[config.mk]
export PLATFORM = sky130hd
export DESIGN_NAME = addr_guard_unit
export DESIGN_NICKNAME = d
export VERILOG_FILES = /design/src/rtl/addr_guard_pkg.sv /design/src/rtl/addr_guard_regs.sv /design/src/rtl/addr_guard_check.sv /design/src/rtl/addr_guard_seq.sv /design/src/rtl/addr_guard_unit.sv
export SDC_FILE = /design/constraint.sdc
export NUM_CORES = 1
export LEC_CHECK = 0
export BUFFER_PORTS_ARGS = -buffer_cell sky130_fd_sc_hd__buf_4
export CAP_MARGIN = 10
export CORE_UTILIZATION = 40
export DETAILED_ROUTE_END_ITERATION = 8
export GPL_TIMING_DRIVEN = 0
export PLACE_DENSITY = 0.63
export SKIP_CTS_REPAIR_TIMING = 1
export SLEW_MARGIN = 20
export SYNTH_ARGS = -nofsm -noshare
export SYNTH_HDL_FRONTEND = slang
export SYNTH_SLANG_ARGS = --single-unit
[constraint.sdc]
create_clock -name clk -period 6.1 [get_ports clk]
set_input_delay 0.61 -clock clk [delete_from_list [all_inputs] [get_ports clk]]
set_output_delay 0.61 -clock clk [all_outputs]
set_load 0.005 [all_outputs]
[src/rtl/addr_guard_pkg.sv]
package addr_guard_pkg;

    // Scheme select codes.
    typedef enum logic [1:0] {
        SCH_FENCE  = 2'd0,
        SCH_BOUNDS = 2'd1,
        SCH_RELOC  = 2'd2,
        SCH_LOCK   = 2'd3
    } scheme_e;

    // Response sequencer states.
    typedef enum logic [1:0] {
        ST_IDLE  = 2'd0,
        ST_GRANT = 2'd1,
        ST_TRAP  = 2'd2
    } state_e;

    // Boundary register select codes.
    localparam int unsigned CSEL_W     = 3;
    localparam int unsigned NREG       = 5;
    localparam logic [2:0]  CSEL_FENCE = 3'd0;
    localparam logic [2:0]  CSEL_LOWER = 3'd1;
    localparam logic [2:0]  CSEL_UPPER = 3'd2;
    localparam logic [2:0]  CSEL_BASE  = 3'd3;
    localparam logic [2:0]  CSEL_LIMIT = 3'd4;

endpackage

[src/rtl/addr_guard_regs.sv]
module addr_guard_regs
    import addr_guard_pkg::*;
#(
    parameter int unsigned AW = 32
) (
    input  logic              clk,
    input  logic              rst_n,
    input  logic              we,
    input  logic [CSEL_W-1:0] sel,
    input  logic [AW-1:0]     wdata,
    output logic [AW-1:0]     fence,
    output logic [AW-1:0]     lower,
    output logic [AW-1:0]     upper,
    output logic [AW-1:0]     base,
    output logic [AW-1:0]     limit
);

    logic [AW-1:0] bank [NREG];

    // One flop bank per select code. Codes without a bank are dropped.
    for (genvar g = 0; g < NREG; g++) begin : g_bank
        always_ff @(posedge clk or negedge rst_n) begin
            if (!rst_n) begin
                bank[g] <= '0;
            end else if (we && (sel == CSEL_W'(g))) begin
                bank[g] <= wdata;
            end
        end
    end

    assign fence = bank[CSEL_FENCE];
    assign lower = bank[CSEL_LOWER];
    assign upper = bank[CSEL_UPPER];
    assign base  = bank[CSEL_BASE];
    assign limit = bank[CSEL_LIMIT];

endmodule

[src/rtl/addr_guard_check.sv]
module addr_guard_check
    import addr_guard_pkg::*;
#(
    parameter int unsigned AW = 32
) (
    input  logic [AW-1:0] addr,
    input  logic          user,
    input  logic [1:0]    scheme,
    input  logic [AW-1:0] fence,
    input  logic [AW-1:0] lower,
    input  logic [AW-1:0] upper,
    input  logic [AW-1:0] base,
    input  logic [AW-1:0] limit,
    output logic          refuse,
    output logic [AW-1:0] out_addr
);

    localparam int unsigned SW = AW + 1;

    logic [SW-1:0] sum;
    logic          below_fence;
    logic          out_of_bounds;
    logic          over_limit;
    logic          carry_out;

    assign sum           = {1'b0, base} + {1'b0, addr};
    assign carry_out     = sum[AW];
    assign below_fence   = addr < fence;
    assign out_of_bounds = (addr < lower) || (addr >= upper);
    assign over_limit    = addr >= limit;

    always_comb begin
        refuse   = 1'b0;
        out_addr = addr;
        if (user) begin
            unique case (scheme_e'(scheme))
                SCH_FENCE:  refuse = below_fence;
                SCH_BOUNDS: refuse = out_of_bounds;
                SCH_RELOC: begin
                    refuse   = over_limit || carry_out;
                    out_addr = sum[AW-1:0];
                end
                SCH_LOCK:   refuse = 1'b1;
                default:    refuse = 1'b1;
            endcase
        end
    end

endmodule

[src/rtl/addr_guard_seq.sv]
module addr_guard_seq
    import addr_guard_pkg::*;
#(
    parameter int unsigned AW = 32
) (
    input  logic          clk,
    input  logic          rst_n,
    input  logic          req_valid,
    input  logic          refuse,
    input  logic [AW-1:0] next_addr,
    output logic          mem_valid,
    output logic          trap,
    output logic [AW-1:0] mem_addr
);

    state_e        state_q;
    state_e        state_d;
    logic [AW-1:0] addr_q;

    // Next state.
    always_comb begin
        state_d = ST_IDLE;
        if (req_valid) begin
            state_d = refuse ? ST_TRAP : ST_GRANT;
        end
    end

    // State and address registers.
    always_ff @(posedge clk or negedge rst_n) begin
        if (!rst_n) begin
            state_q <= ST_IDLE;
            addr_q  <= '0;
        end else begin
            state_q <= state_d;
            if (req_valid) begin
                addr_q <= next_addr;
            end
        end
    end

    // Outputs decoded from the state.
    always_comb begin
        mem_valid = 1'b0;
        trap      = 1'b0;
        unique case (state_q)
            ST_IDLE:  ;
            ST_GRANT: mem_valid = 1'b1;
            ST_TRAP:  trap = 1'b1;
            default:  ;
        endcase
    end

    assign mem_addr = addr_q;

endmodule

[src/rtl/addr_guard_unit.sv]
module addr_guard_unit
    import addr_guard_pkg::*;
#(
    parameter int unsigned AW = 32
) (
    input  logic              clk,
    input  logic              rst_n,
    input  logic              req_valid,
    input  logic [AW-1:0]     req_addr,
    input  logic              req_user,
    input  logic [1:0]        req_scheme,
    input  logic              cfg_we,
    input  logic [CSEL_W-1:0] cfg_sel,
    input  logic [AW-1:0]     cfg_wdata,
    output logic              mem_valid,
    output logic [AW-1:0]     mem_addr,
    output logic              trap
);

    logic [AW-1:0] r_fence;
    logic [AW-1:0] r_lower;
    logic [AW-1:0] r_upper;
    logic [AW-1:0] r_base;
    logic [AW-1:0] r_limit;
    logic          refuse;
    logic [AW-1:0] next_addr;

    addr_guard_regs #(.AW(AW)) u_regs (
        .clk   (clk),
        .rst_n (rst_n),
        .we    (cfg_we),
        .sel   (cfg_sel),
        .wdata (cfg_wdata),
        .fence (r_fence),
        .lower (r_lower),
        .upper (r_upper),
        .base  (r_base),
        .limit (r_limit)
    );

    addr_guard_check #(.AW(AW)) u_check (
        .addr     (req_addr),
        .user     (req_user),
        .scheme   (req_scheme),
        .fence    (r_fence),
        .lower    (r_lower),
        .upper    (r_upper),
        .base     (r_base),
        .limit    (r_limit),
        .refuse   (refuse),
        .out_addr (next_addr)
    );

    addr_guard_seq #(.AW(AW)) u_seq (
        .clk       (clk),
        .rst_n     (rst_n),
        .req_valid (req_valid),
        .refuse    (refuse),
        .next_addr (next_addr),
        .mem_valid (mem_valid),
        .trap      (trap),
        .mem_addr  (mem_addr)
    );

endmodule

==> run summary <==
Of all nets on the critical path, the largest fanout is 2. The flow ran to the end, and the final reports show no timing, DRC or antenna violations. The simple-gate share of the synthesized area is 13.06%.

The count of clock tree sinks came out at 194. The headroom to the max-slew limit is 20.67%. The worst reg-to-reg setup slack is 2.99 ns. The endpoint identified for the worst register-to-register timing path is u_seq.state_q[1].

The DRC violation count after routing is 0. The analysis attributes to cell leakage a power of 0.006720 uW. After synthesis the cells add up to 0.01196 mm2. The compound-cell area share of the yosys netlist is 19.25%. The worst IR drop on VDD came out at 0.2268 mV. Compared with the post-synthesis result, the final layout area differs by 16.57%. Ranked by instance count, the synthesized netlist is headed by sky130_fd_sc_hd__dfrtp_1, sky130_fd_sc_hd__nand2_1, sky130_fd_sc_hd__ha_1. Setup violations remaining at the end of the flow were counted as 0. The endpoint required time on the critical path is 6.43 ns. The number of cells traversed by the worst register-to-register path came out at 9. The number of antenna-violating nets in the routed design is 0. sky130_fd_sc_hd__dfrtp_1 is the most common cell in the netlist. The weighted congestion at the end of routability-driven global placement came out at 0.9360. The later-pin clock latency in the skew report is 0.45 ns. The number of clock buffers inserted by TritonCTS came out at 17. After global routing the overflow that remains totals 0. The sequential cell area fraction in the yosys report came out at 40.60%. The maximum count of clock buffers along a single path came out at 2.

The share of Yosys cell area claimed by the top area cell type is 40.60%. The number of synthesized flops with an enable pin came out at 0. The post-layout utilization of the core is 47.92%. The total number of H-tree levels came out at 4. Setup repair after global routing left no endpoint under its margin. The share of synthesized cell area in full adder, half adder and majority cells came out at 16.70%.

The starting utilization of the core area is 41.11%. In this run the clock root is driven by a sky130_fd_sc_hd__clkbuf_16. The power density over the cells is 302.8 mW/mm2.

After synthesis, the largest family of logic cells by area is compound AO/OA/AOI/OAI gates. TritonCTS built the clock tree. Across the run, the number of max-cap violations was 0. The footprint of the multi-input gates came out at 0.006430 mm2. The number of vias in the routed layout is 10079. The distinct cell type count of the synthesized netlist came out at 68. The number of synthesis warnings is 0. Based on the critical path, the design can be clocked at up to 321.1 MHz. After the first detailed-routing iteration, the DRC count stood at 719. The final critical path takes up 51.05% of the cycle.

The number of core rows came out at 62. The data arrival at the endpoint of the critical path is 3.44 ns. The core footprint came out at 0.02909 mm2. The x dimension of the die came out at 174.9 um. The synthesized design spends more area on one cell type than any other, namely sky130_fd_sc_hd__dfrtp_1. The number of global-route vias before repair is 10053. The average wire per standard cell is 19.37 um. The initial antenna violation count came out at 0. The critical path in this run is classified as reg -> reg. The slew at the pin closest to its max-slew limit came out at 1.186 ns. The average footprint of a synthesized cell is 9.128 um2. The HPWL after detailed placement is 27050 um.

Clock skew on the completed layout was measured at 0.009961 ns. The number of antenna diodes in the final layout is 0. The total nets after synthesis came out at 1543. The setup total negative slack is 0 ns. The number of endpoints with negative hold slack in the final report is 0. The worst setup path is captured at a register. Yosys attributes the largest share of cell area to sky130_fd_sc_hd__dfrtp_1, sky130_fd_sc_hd__ha_1, sky130_fd_sc_hd__o21ai_0, sky130_fd_sc_hd__nand2_1, sky130_fd_sc_hd__inv_1. The synthesized netlist devotes 1.025% of its cell area to XOR and XNOR gates.

The startpoint of the most critical register-to-register path is u_regs.limit[0]. The flip-flop and latch area is 0.004855 mm2. In this run the vertical extent of the chip is 174.9 um. The cell count after synthesis came out at 1310. In this run the tool buffered the top-level ports with 104 buffer cells. The smallest clock period supported by the final layout is computed as 3.114 ns.

Among all flip-flop cells after synthesis, the most frequent one is sky130_fd_sc_hd__dfrtp_1. The async set-reset flop share out of synthesis came out at 100.0%. The first global-routing pass estimated 56200 um of wire. The maximum number of pins on one net before global-route repair is 78.

During I/O placement, the number of pins put on the boundary was 108. In the global route stage, overall resource usage came out at 23.89%. The worst hold path belongs to the class in -> async. The count of fill cells added during filler insertion is 2777. The die covers 0.03059 mm2. The clock-pin transition on the worst setup and hold timing paths is 0.08 ns.

In the final layout, the share of cells above drive strength 1 is 13.10%. The final net count is 1670. The critical path capture point is u_seq.state_q[1]. STA classifies the critical path startpoint as a register. The post-synthesis sequential element count is 194. Before antenna repair, the detailed router went through 7 iterations. Dividing the detail-routed via count by the number of cells gives 5.496.

The most critical setup path has its startpoint at u_regs.limit[0]. The total count of max-transition violations in the final report is 0. The routed design has 35530 um of wire. In the synthesized netlist, mux cells make up 3.652% of the area.
## per-layer routing
| metal | part of all wire, % | track usage [%] | routed length [um] |
|---|---|---|---|
| met5 | 0 | 0 | 0 |
| met4 | 2.4 | 8.333 | 837 |
| met3 | 3.9 | 2.437 | 1387 |
| met2 | 47 | 38.84 | 16640 |
| met1 | 47 | 33.06 | 16660 |
## worst min path at each step
stage | startpoint | to | slack, ns | cells past startpoint
detailed placement | u_regs.fence[0] | u_regs.fence[0] | 0.49 | 1
floorplan | rst_n | u_regs.base[0] | 0.31 | 0
global route | rst_n | u_regs.limit[28] | 0.10 | 1
global placement | u_regs.fence[0] | u_regs.fence[0] | 0.49 | 1
CTS | rst_n | u_regs.limit[28] | 0.09 | 1
finish | rst_n | u_regs.upper[28] | 0.06 | 1
## through the flow
step / power [uW] / cell area (um2) / hold slack, ns / worst slack (ns) / cells
2_1_floorplan: 2537 / 11960 / 0.3144 / 3.276 / 1310
3_3_place_gp: 2948 / 13220 / 0.4850 / 2.683 / 1798
3_5_place_dp: 3000 / 13310 / 0.4928 / 2.657 / 1802
4_1_cts: 4230 / 13940 / 0.08563 / 3.059 / 1834
5_1_grt: 4491 / 13940 / 0.1010 / 2.926 / 1834
6_report: 4221 / 13940 / 0.06246 / 2.986 / 1834
## kinds of logic after synthesis
| group | count (synthesis) |
|---|---|
| AOI/OAI and AO/OA | 383 |
| xor gates and xnor gates | 14 |
| adders and majority gates | 159 |
| buffers and inverters | 182 |
| DFF | 194 |
| muxes | 39 |
| and+or+nand+nor | 339 |
## cell usage in the layout, fill, tap and decap left out, types with 3 or more instances in the layout
cell type / instances
sky130_fd_sc_hd__a31oi_1: 9
sky130_fd_sc_hd__clkbuf_16: 17
sky130_fd_sc_hd__nand3b_1: 4
sky130_fd_sc_hd__nor2_1: 50
sky130_fd_sc_hd__or3_1: 6
sky130_fd_sc_hd__a21oi_1: 91
sky130_fd_sc_hd__mux2_2: 37
sky130_fd_sc_hd__inv_1: 136
sky130_fd_sc_hd__nor3_1: 15
sky130_fd_sc_hd__a211oi_1: 9
sky130_fd_sc_hd__bufinv_16: 3
sky130_fd_sc_hd__o221ai_1: 3
sky130_fd_sc_hd__and4_1: 3
sky130_fd_sc_hd__inv_8: 4
sky130_fd_sc_hd__a2111oi_0: 3
sky130_fd_sc_hd__ha_1: 158
sky130_fd_sc_hd__and3_1: 15
sky130_fd_sc_hd__nand2_1: 170
sky130_fd_sc_hd__o21ai_0: 153
sky130_fd_sc_hd__o21a_1: 3
sky130_fd_sc_hd__nand2b_1: 3
sky130_fd_sc_hd__xor2_1: 8
sky130_fd_sc_hd__buf_1: 3
sky130_fd_sc_hd__dfrtp_1: 194
sky130_fd_sc_hd__inv_6: 3
sky130_fd_sc_hd__o21ai_1: 13
sky130_fd_sc_hd__o211ai_1: 3
sky130_fd_sc_hd__xnor2_1: 6
sky130_fd_sc_hd__buf_4: 104
sky130_fd_sc_hd__nor2b_1: 10
sky130_fd_sc_hd__clkbuf_1: 42
sky130_fd_sc_hd__a21o_1: 63
sky130_fd_sc_hd__nand3_1: 19
sky130_fd_sc_hd__nor4_1: 3
sky130_fd_sc_hd__nand4_1: 24
## area by class of cell
type                    instances  share of cell area [%]
multi-input cells             934                   46.13
plain buffers                  45                   1.212
well taps                     384                   3.447
clock inverters                14                   1.364
inverters                     137                   3.689
repair buffers                108                   6.184
clock buffers                  18                   3.151
flip-flops and latches        194                   34.83
## state kept, by name, indices dropped and copies added, names as in the netlist
register / count
u_regs.base: 32
u_regs.fence: 32
u_regs.limit: 32
u_regs.lower: 32
u_regs.upper: 32
u_seq.mem_addr: 32
u_seq.state_q: 2
## critical path: stages (launching register included)
cell and delay, ns:
sky130_fd_sc_hd__dfrtp_1 0.38, sky130_fd_sc_hd__ha_1 0.26, sky130_fd_sc_hd__nand2b_1 0.20, sky130_fd_sc_hd__a2111oi_2 0.42, sky130_fd_sc_hd__a2111oi_0 0.13, sky130_fd_sc_hd__or4b_1 0.57, sky130_fd_sc_hd__a21oi_1 0.44, sky130_fd_sc_hd__o31ai_1 0.17
sky130_fd_sc_hd__a41o_1 0.24, sky130_fd_sc_hd__and3_1 0.19
## power breakdown
part / switching, uW / internal (uW) / leakage (uW) / total [uW]
Clock: 560 / 672 / 0.000305 / 1230
Sequential: 101 / 1530 / 0.00234 / 1630
Combinational: 782 / 575 / 0.00407 / 1360
Total: 1440 / 2780 / 0.00672 / 4220
Power figures use the tool's default switching activity.
